### config.mk
export PLATFORM = sky130hd
export DESIGN_NAME = ees_loader
export DESIGN_NICKNAME = d
export VERILOG_FILES = /design/src/rtl/ees_pkg.sv /design/src/rtl/ees_accum.sv /design/src/rtl/ees_shadow.sv /design/src/rtl/ees_ctrl.sv /design/src/rtl/ees_loader.sv
export SDC_FILE = /design/constraint.sdc
export NUM_CORES = 2
export LEC_CHECK = 0
export ABC_AREA = 1
export BUFFER_PORTS_ARGS = -buffer_cell sky130_fd_sc_hd__buf_4
export CORE_MARGIN = 5
export CORE_UTILIZATION = 55
export DETAILED_ROUTE_END_ITERATION = 12
export PLACE_DENSITY = 0.71
export SLEW_MARGIN = 25
export SYNTH_ARGS = -nofsm -noshare
export SYNTH_HDL_FRONTEND = slang
export SYNTH_SLANG_ARGS = --single-unit
export TNS_END_PERCENT = 5
### constraint.sdc
create_clock -name clk -period 4 [get_ports clk]
set_input_delay 0.2 -clock clk [delete_from_list [all_inputs] [get_ports clk]]
set_output_delay 0.2 -clock clk [all_outputs]
set_load 0.02 [all_outputs]
### src/rtl/ees_pkg.sv
package ees_pkg;
    localparam int          WORD_W     = 16;
    localparam logic [15:0] IMG_SUM    = 16'hBABA;
    localparam logic [15:0] SIG_MASK   = 16'hC000;
    localparam logic [15:0] SIG_GOOD   = 16'h4000;
    localparam logic [15:0] SIG_CLEAR  = 16'h0000;
    localparam int          CTRL1_WORD = 10;

    typedef enum logic [2:0] {
        ST_IDLE,
        ST_LOAD,
        ST_CHECK,
        ST_REPLY,
        ST_SUM,
        ST_WRITE
    } state_e;

    typedef enum logic [1:0] {
        OP_NONE,
        OP_LOOKUP,
        OP_STATION
    } op_e;

    function automatic logic sig_good(input logic [15:0] w);
        return (w & SIG_MASK) == SIG_GOOD;
    endfunction

    function automatic logic [15:0] csum_fix(input logic [15:0] partial);
        return IMG_SUM - partial;
    endfunction
endpackage

### src/rtl/ees_accum.sv
module ees_accum
    import ees_pkg::*;
(
    input  logic              clk,
    input  logic              rst,
    input  logic              clear,
    input  logic              add_en,
    input  logic [WORD_W-1:0] add_val,
    output logic [WORD_W-1:0] sum_q,
    output logic [WORD_W-1:0] sum_nx
);
    // The sum wraps at 16 bits.
    assign sum_nx = sum_q + add_val;

    always_ff @(posedge clk) begin
        if (rst || clear) begin
            sum_q <= '0;
        end else if (add_en) begin
            sum_q <= sum_nx;
        end
    end
endmodule

### src/rtl/ees_shadow.sv
module ees_shadow
    import ees_pkg::*;
#(
    parameter int AW    = 6,
    parameter int DEPTH = 1 << AW
) (
    input  logic              clk,
    input  logic              rst,
    input  logic              wr_en,
    input  logic [AW-1:0]     wr_addr,
    input  logic [WORD_W-1:0] wr_data,
    input  logic              clr_sig,
    input  logic [AW-1:0]     rd_addr,
    output logic [WORD_W-1:0] rd_data,
    output logic [WORD_W-1:0] ctrl1_word,
    output logic [47:0]       station
);
    logic [WORD_W-1:0] words [DEPTH];

    // One register per shadow word.
    for (genvar g = 0; g < DEPTH; g++) begin : g_word
        always_ff @(posedge clk) begin
            if (rst) begin
                words[g] <= '0;
            end else if (clr_sig && g == CTRL1_WORD) begin
                words[g] <= SIG_CLEAR;
            end else if (wr_en && wr_addr == AW'(g)) begin
                words[g] <= wr_data;
            end
        end
    end

    assign rd_data    = words[rd_addr];
    assign ctrl1_word = words[CTRL1_WORD];
    assign station    = {words[2], words[1], words[0]};
endmodule

### src/rtl/ees_ctrl.sv
module ees_ctrl
    import ees_pkg::*;
#(
    parameter int AW    = 6,
    parameter int IDX_W = AW + 2
) (
    input  logic              clk,
    input  logic              rst,
    input  logic              lookup_req,
    input  logic [IDX_W-1:0]  lookup_idx,
    input  logic              addr_req,
    input  logic              upd_req,
    input  logic              mem_ack,
    input  logic [WORD_W-1:0] mem_rdata,
    input  logic [WORD_W-1:0] ctrl1_word,
    input  logic [WORD_W-1:0] sum_q,
    input  logic [WORD_W-1:0] sum_nx,
    input  logic [WORD_W-1:0] shadow_rd,
    input  logic [47:0]       shadow_station,
    output logic              mem_req,
    output logic              mem_we,
    output logic [AW-1:0]     mem_addr,
    output logic [WORD_W-1:0] mem_wdata,
    output logic              acc_clear,
    output logic              acc_add,
    output logic              sh_wr_en,
    output logic [AW-1:0]     sh_wr_addr,
    output logic [WORD_W-1:0] sh_wr_data,
    output logic              sh_clr_sig,
    output logic [IDX_W-1:0]  idx_q,
    output logic              lookup_ack,
    output logic [WORD_W-1:0] lookup_data,
    output logic              addr_ack,
    output logic [47:0]       station_addr,
    output logic              upd_ack,
    output logic              load_ok
);
    localparam int               DEPTH   = 1 << AW;
    localparam logic [AW-1:0]    LAST    = AW'(DEPTH - 1);
    localparam logic [AW-1:0]    SUM_END = AW'(DEPTH - 2);
    localparam logic [IDX_W-1:0] DEPTH_I = IDX_W'(DEPTH);

    state_e            state;
    op_e               op;
    logic [AW-1:0]     cnt;
    logic [WORD_W-1:0] wdata_q;
    logic              shadow_ok;
    logic              sum_bad;

    assign shadow_ok = sig_good(ctrl1_word);
    assign sum_bad   = (sum_q != IMG_SUM);

    always_comb begin
        mem_req    = (state == ST_LOAD) || (state == ST_SUM) || (state == ST_WRITE);
        mem_we     = (state == ST_WRITE);
        mem_addr   = (state == ST_WRITE) ? LAST : cnt;
        mem_wdata  = wdata_q;
        acc_clear  = (state == ST_IDLE);
        acc_add    = ((state == ST_LOAD) || (state == ST_SUM)) && mem_ack;
        sh_wr_en   = (state == ST_LOAD) && mem_ack;
        sh_wr_addr = cnt;
        sh_wr_data = mem_rdata;
        sh_clr_sig = ((state == ST_CHECK) && sum_bad) ||
                     ((state == ST_WRITE) && mem_ack);
    end

    always_ff @(posedge clk) begin
        if (rst) begin
            state        <= ST_IDLE;
            op           <= OP_NONE;
            cnt          <= '0;
            idx_q        <= '0;
            wdata_q      <= '0;
            lookup_ack   <= 1'b0;
            lookup_data  <= '0;
            addr_ack     <= 1'b0;
            station_addr <= '0;
            upd_ack      <= 1'b0;
            load_ok      <= 1'b0;
        end else begin
            lookup_ack <= 1'b0;
            addr_ack   <= 1'b0;
            upd_ack    <= 1'b0;
            unique case (state)
                ST_IDLE: begin
                    cnt <= '0;
                    if (lookup_req) begin
                        op    <= OP_LOOKUP;
                        idx_q <= lookup_idx;
                        state <= shadow_ok ? ST_REPLY : ST_LOAD;
                    end else if (addr_req) begin
                        op    <= OP_STATION;
                        state <= shadow_ok ? ST_REPLY : ST_LOAD;
                    end else if (upd_req) begin
                        op    <= OP_NONE;
                        state <= ST_SUM;
                    end
                end
                ST_LOAD: begin
                    if (mem_ack) begin
                        if (cnt == LAST) state <= ST_CHECK;
                        else             cnt   <= cnt + 1'b1;
                    end
                end
                ST_CHECK: begin
                    load_ok <= !sum_bad && shadow_ok;
                    state   <= ST_REPLY;
                end
                ST_REPLY: begin
                    if (op == OP_LOOKUP) begin
                        lookup_ack  <= 1'b1;
                        lookup_data <= (shadow_ok && idx_q < DEPTH_I) ? shadow_rd : '0;
                    end else begin
                        addr_ack     <= 1'b1;
                        station_addr <= shadow_ok ? shadow_station : '0;
                    end
                    state <= ST_IDLE;
                end
                ST_SUM: begin
                    if (mem_ack) begin
                        if (cnt == SUM_END) begin
                            wdata_q <= csum_fix(sum_nx);
                            state   <= ST_WRITE;
                        end else begin
                            cnt <= cnt + 1'b1;
                        end
                    end
                end
                ST_WRITE: begin
                    if (mem_ack) begin
                        upd_ack <= 1'b1;
                        state   <= ST_IDLE;
                    end
                end
                default: state <= ST_IDLE;
            endcase
        end
    end
endmodule

### src/rtl/ees_loader.sv
module ees_loader
    import ees_pkg::*;
#(
    parameter int AW    = 6,
    parameter int IDX_W = AW + 2
) (
    input  logic              clk,
    input  logic              rst,
    input  logic              lookup_req,
    input  logic [IDX_W-1:0]  lookup_idx,
    output logic              lookup_ack,
    output logic [WORD_W-1:0] lookup_data,
    input  logic              addr_req,
    output logic              addr_ack,
    output logic [47:0]       station_addr,
    input  logic              upd_req,
    output logic              upd_ack,
    output logic              load_ok,
    output logic              mem_req,
    output logic              mem_we,
    output logic [AW-1:0]     mem_addr,
    output logic [WORD_W-1:0] mem_wdata,
    input  logic              mem_ack,
    input  logic [WORD_W-1:0] mem_rdata
);
    logic              acc_clear;
    logic              acc_add;
    logic [WORD_W-1:0] sum_q;
    logic [WORD_W-1:0] sum_nx;
    logic              sh_wr_en;
    logic [AW-1:0]     sh_wr_addr;
    logic [WORD_W-1:0] sh_wr_data;
    logic              sh_clr_sig;
    logic [IDX_W-1:0]  idx_q;
    logic [WORD_W-1:0] shadow_rd;
    logic [WORD_W-1:0] ctrl1_word;
    logic [47:0]       shadow_station;

    ees_accum u_accum (
        .clk     (clk),
        .rst     (rst),
        .clear   (acc_clear),
        .add_en  (acc_add),
        .add_val (mem_rdata),
        .sum_q   (sum_q),
        .sum_nx  (sum_nx)
    );

    ees_shadow #(.AW(AW)) u_shadow (
        .clk        (clk),
        .rst        (rst),
        .wr_en      (sh_wr_en),
        .wr_addr    (sh_wr_addr),
        .wr_data    (sh_wr_data),
        .clr_sig    (sh_clr_sig),
        .rd_addr    (idx_q[AW-1:0]),
        .rd_data    (shadow_rd),
        .ctrl1_word (ctrl1_word),
        .station    (shadow_station)
    );

    ees_ctrl #(.AW(AW), .IDX_W(IDX_W)) u_ctrl (
        .clk            (clk),
        .rst            (rst),
        .lookup_req     (lookup_req),
        .lookup_idx     (lookup_idx),
        .addr_req       (addr_req),
        .upd_req        (upd_req),
        .mem_ack        (mem_ack),
        .mem_rdata      (mem_rdata),
        .ctrl1_word     (ctrl1_word),
        .sum_q          (sum_q),
        .sum_nx         (sum_nx),
        .shadow_rd      (shadow_rd),
        .shadow_station (shadow_station),
        .mem_req        (mem_req),
        .mem_we         (mem_we),
        .mem_addr       (mem_addr),
        .mem_wdata      (mem_wdata),
        .acc_clear      (acc_clear),
        .acc_add        (acc_add),
        .sh_wr_en       (sh_wr_en),
        .sh_wr_addr     (sh_wr_addr),
        .sh_wr_data     (sh_wr_data),
        .sh_clr_sig     (sh_clr_sig),
        .idx_q          (idx_q),
        .lookup_ack     (lookup_ack),
        .lookup_data    (lookup_data),
        .addr_ack       (addr_ack),
        .station_addr   (station_addr),
        .upd_ack        (upd_ack),
        .load_ok        (load_ok)
    );
endmodule

==> results.toml <==
[global_route]
grt.total_usage = 0.308
antenna_found_initial = 1
grt_overflow_total = 0
grt_pass1_vias = 38700
grt_max_degree = 186
grt_pass1_wl_mm = 241

[pwr]
p_int_uw = 20600
seqPwrFrac = 0.462
combPwrFrac = 0.195
p_leak_uw = 0.0219
p_clk_frac = 0.343
p_per_area_mw_per_mm2 = 516
p_total_uw = 29800
switchingPower_uw = 9200
swShare = 0.309
ir_drop_uv = 371

[route]
postRouteAntennaNets = 0
routedWlPerCell_um = 25.0
wirelength_mm = 160
via_per_inst = 6.30
vias = 40300
dr.pass1.iters = 6
drc = 0
drt_iter0_drc = 6186

[clock_tree]
post_cts_resized = 0
clkSlewWorstSetupHoldPaths_ps = 60
clock_sinks = 1149
postCtsHoldBufs = 22
cts_max_level = 3
clkLatencyLatePin_ps = 740
cts_tree = "done"
cts-root-buf = "clkbuf_16"
cts_max_path_buffers = 3
cts_setup_buffers = 0
cts-buffers-inserted = 114

[placed_design]
place_congestion = 0.970
port_buffers = 121
dp_hpwl_mm = 96.6
place_ws_ps = 1090

[layout]
nNetsFinal = 5102
final_util = 0.616
syn_to_final_growth_pct = 10.7
drive_above_1_share = 0.106

[setup_path]
r2r_slack_ps = 940
critPathKind = "flop to flop"
cp-start-kind = "flop"
required_ps = 4600
end_kind = "flop"
path_delay_family = "simple AND/OR/NAND/NOR gates"
ff2ff_path_depth = 13
crit_chain = "inv_1 -> ha_1 -> inv_1 -> nor2_4 -> inv_2 -> nor2_1 -> inv_1 -> nor2_1 -> inv_2 -> nor2_4 -> inv_1 -> a21oi_1 -> nor2_1"
critical_path.slowest_cell = "nor2_4"
reg2reg_from = "u_ctrl.sh_wr_addr[0]"
crit_top_cell = "inv_1"
timing.rr.end = "u_ctrl.mem_wdata[2]"
arrival_ps = 3650
max_stage_delay_ps = 470
timing.critical_path.buf_inv = 6
crit_path_max_fanout = 27

[sta]
hold_viol_final = 0
timing.fmax_mhz = 327
min_period_ps = 3060
rsz0062_at_grt = "no"
drv_slew = 0
finClkSkew_ps = 57.7
slew_headroom = 0.271
layout_setup_ws_ps = 941
fin_hold_ws_ps = 38.0
period_share = 0.765
worst_slew_pin_slew_ps = 1090
setup_violations = 0
fin_setup_tns_ps = 0

[floorplanning]
core_area_sq_mm = 0.0936
die_y_um = 318
die_w_um = 318
rows = 112
die_area_sq_mm = 0.101
initial_utilization = 0.556
io_pins = 122

[yosys]
syn_avg_cell_area_sq_um = 10.3
netlist.area_leader.share = 0.591
syn_area_sq_mm = 0.0521
yosysSeqAreaShare = 0.639
synth_top_cell_by_area = "edfxtp_1"
synth_area_leaders = "edfxtp_1 (59%), nor2_1 (12%), o21ai_0 (5.7%)"
netlist_instances = 5068
synth_cell_types = 49
ys_warn_count = 0
ys_seq_elements = 1149
syn-num-nets = 5119

[run]
maxCapViolations = 0

[worst_hold_path]
hold_class = "input pin to flop"
hp-start = "mem_rdata[15]"
worstHoldPathCells = 6
hold_end = "u_accum.sum_q[15]"

[run_status]
status = "finished, final reports clean"
-- cells in the mapped netlist (all sizes together) --
cell	instances
clkbuf	282
a31oi	4
nor3	8
a22oi	1
buf	157
o22ai	23
a21oi	78
o21bai	4
o21ai	622
a221oi	2
clkinv	3
edfxtp	1024
nor2	1617
xor2	4
nand2	275
o211ai	16
nand4	11
ha	20
nand3b	4
inv	153
dfxtp	125
fa	1
o221ai	223
nand3	405
nor4	3
nor4b	1
o31ai	1
xnor2	1
-- worst reg2reg max path, cell delays in order (launching register included) --
cell and delay, ps:
dfxtp_1 350, inv_1 160, ha_1 210, inv_1 140
nor2_4 400, inv_2 120, nor2_1 120, inv_1 130
nor2_1 140, inv_2 70, nor2_4 470, inv_1 260
a21oi_1 300, nor2_1 70
-- cell families after synthesis --
kind of cell / after synthesis / synth area share
buf+inv: 595 / 0.0526
flops: 1149 / 0.639
xor+xnor: 5 / 0.000841
fa+ha+maj: 21 / 0.00519
simple gates: 2324 / 0.191
compound gates: 974 / 0.112
-- worst max path at each step --
stage	startpoint	endpoint	slack [ps]	cells past startpoint
finish	u_ctrl.sh_wr_addr[0]	u_ctrl.mem_wdata[2]	940	13
global route	u_ctrl.sh_wr_addr[0]	u_ctrl.mem_wdata[4]	730	15
CTS	u_ctrl.sh_wr_addr[0]	u_ctrl.mem_wdata[2]	1030	13
detailed placement	u_ctrl.sh_wr_addr[0]	u_ctrl.mem_wdata[2]	1090	13
global placement	u_ctrl.sh_wr_addr[0]	u_ctrl.mem_wdata[2]	1140	13
floorplan	u_ctrl.sh_wr_addr[0]	u_shadow.words[54][0]	1010	6
-- layout by cell type, fill, tap and decap left out, types with 22 or more instances in the layout --
cell type      Yosys  routed
a21oi_1           77      77
buf_4             17     268
clkbuf_1         279      30
clkbuf_16          0     115
clkinv_1           1      36
dfxtp_1          125     121
dlygate4sd3_1      0      22
edfxtp_1        1024    1024
inv_1            125     123
inv_2             27      26
nand2_1          268     268
nand3_1          359     359
nand3_4           40      40
nor2_1          1608    1606
o21ai_0          588     524
o21ai_1           33      92
o221ai_1         223     223
o22ai_1           23      23
-- through the flow --
stage	cells	cell area, sq um
after floorplan	5068	52100
after global placement	6166	53900
after detailed placement	6166	53900
after CTS	6403	57600
after global routing	6404	57600
final	6406	57600
-- flip-flops by register name, indices dropped and copies added (netlist names), named ones only --
signal and count:
u_ctrl.idx_q 8, u_ctrl.lookup_ack 1, u_ctrl.addr_ack 1, u_ctrl.op 2
u_accum.sum_q 16, u_ctrl.load_ok 1, u_shadow.words 1024, u_ctrl.state 3
u_ctrl.lookup_data 16, u_ctrl.upd_ack 1, u_ctrl.sh_wr_addr 6, u_ctrl.station_addr 48
u_ctrl.mem_wdata 16
-- metal layers --
layer / part of all wire / track usage / vias up
met3: 0.13 / 0.0791 / 399
met5: 0 / 0 / -
met2: 0.46 / 0.473 / 2716
li1: - / - / 17800
met4: 0.044 / 0.122 / 0
met1: 0.37 / 0.425 / 19500
-- cell type report --
| type | count | area [sq um] |
|---|---|---|
| inverter | 156 | 622 |
| fill | 7597 | 36000 |
| sequential | 1149 | 33300 |
| multi-input combinational | 3324 | 16100 |
| tap | 1254 | 1570 |
| antenna | 2 | 5.00 |
| clock buffer | 148 | 3030 |
| clock inverter | 67 | 454 |
| timing repair buffer | 306 | 2550 |
-- power by group through the flow --
stage	Sequential, uW	Clock, uW	Combinational [uW]
finish	13700	10200	5810
global route	13800	10700	6170
CTS	13700	10200	5620
detailed placement	14000	0	5560
global placement	14000	0	5510
floorplan	13900	0	3590
Note: power is estimated with default switching activity, not from simulation.
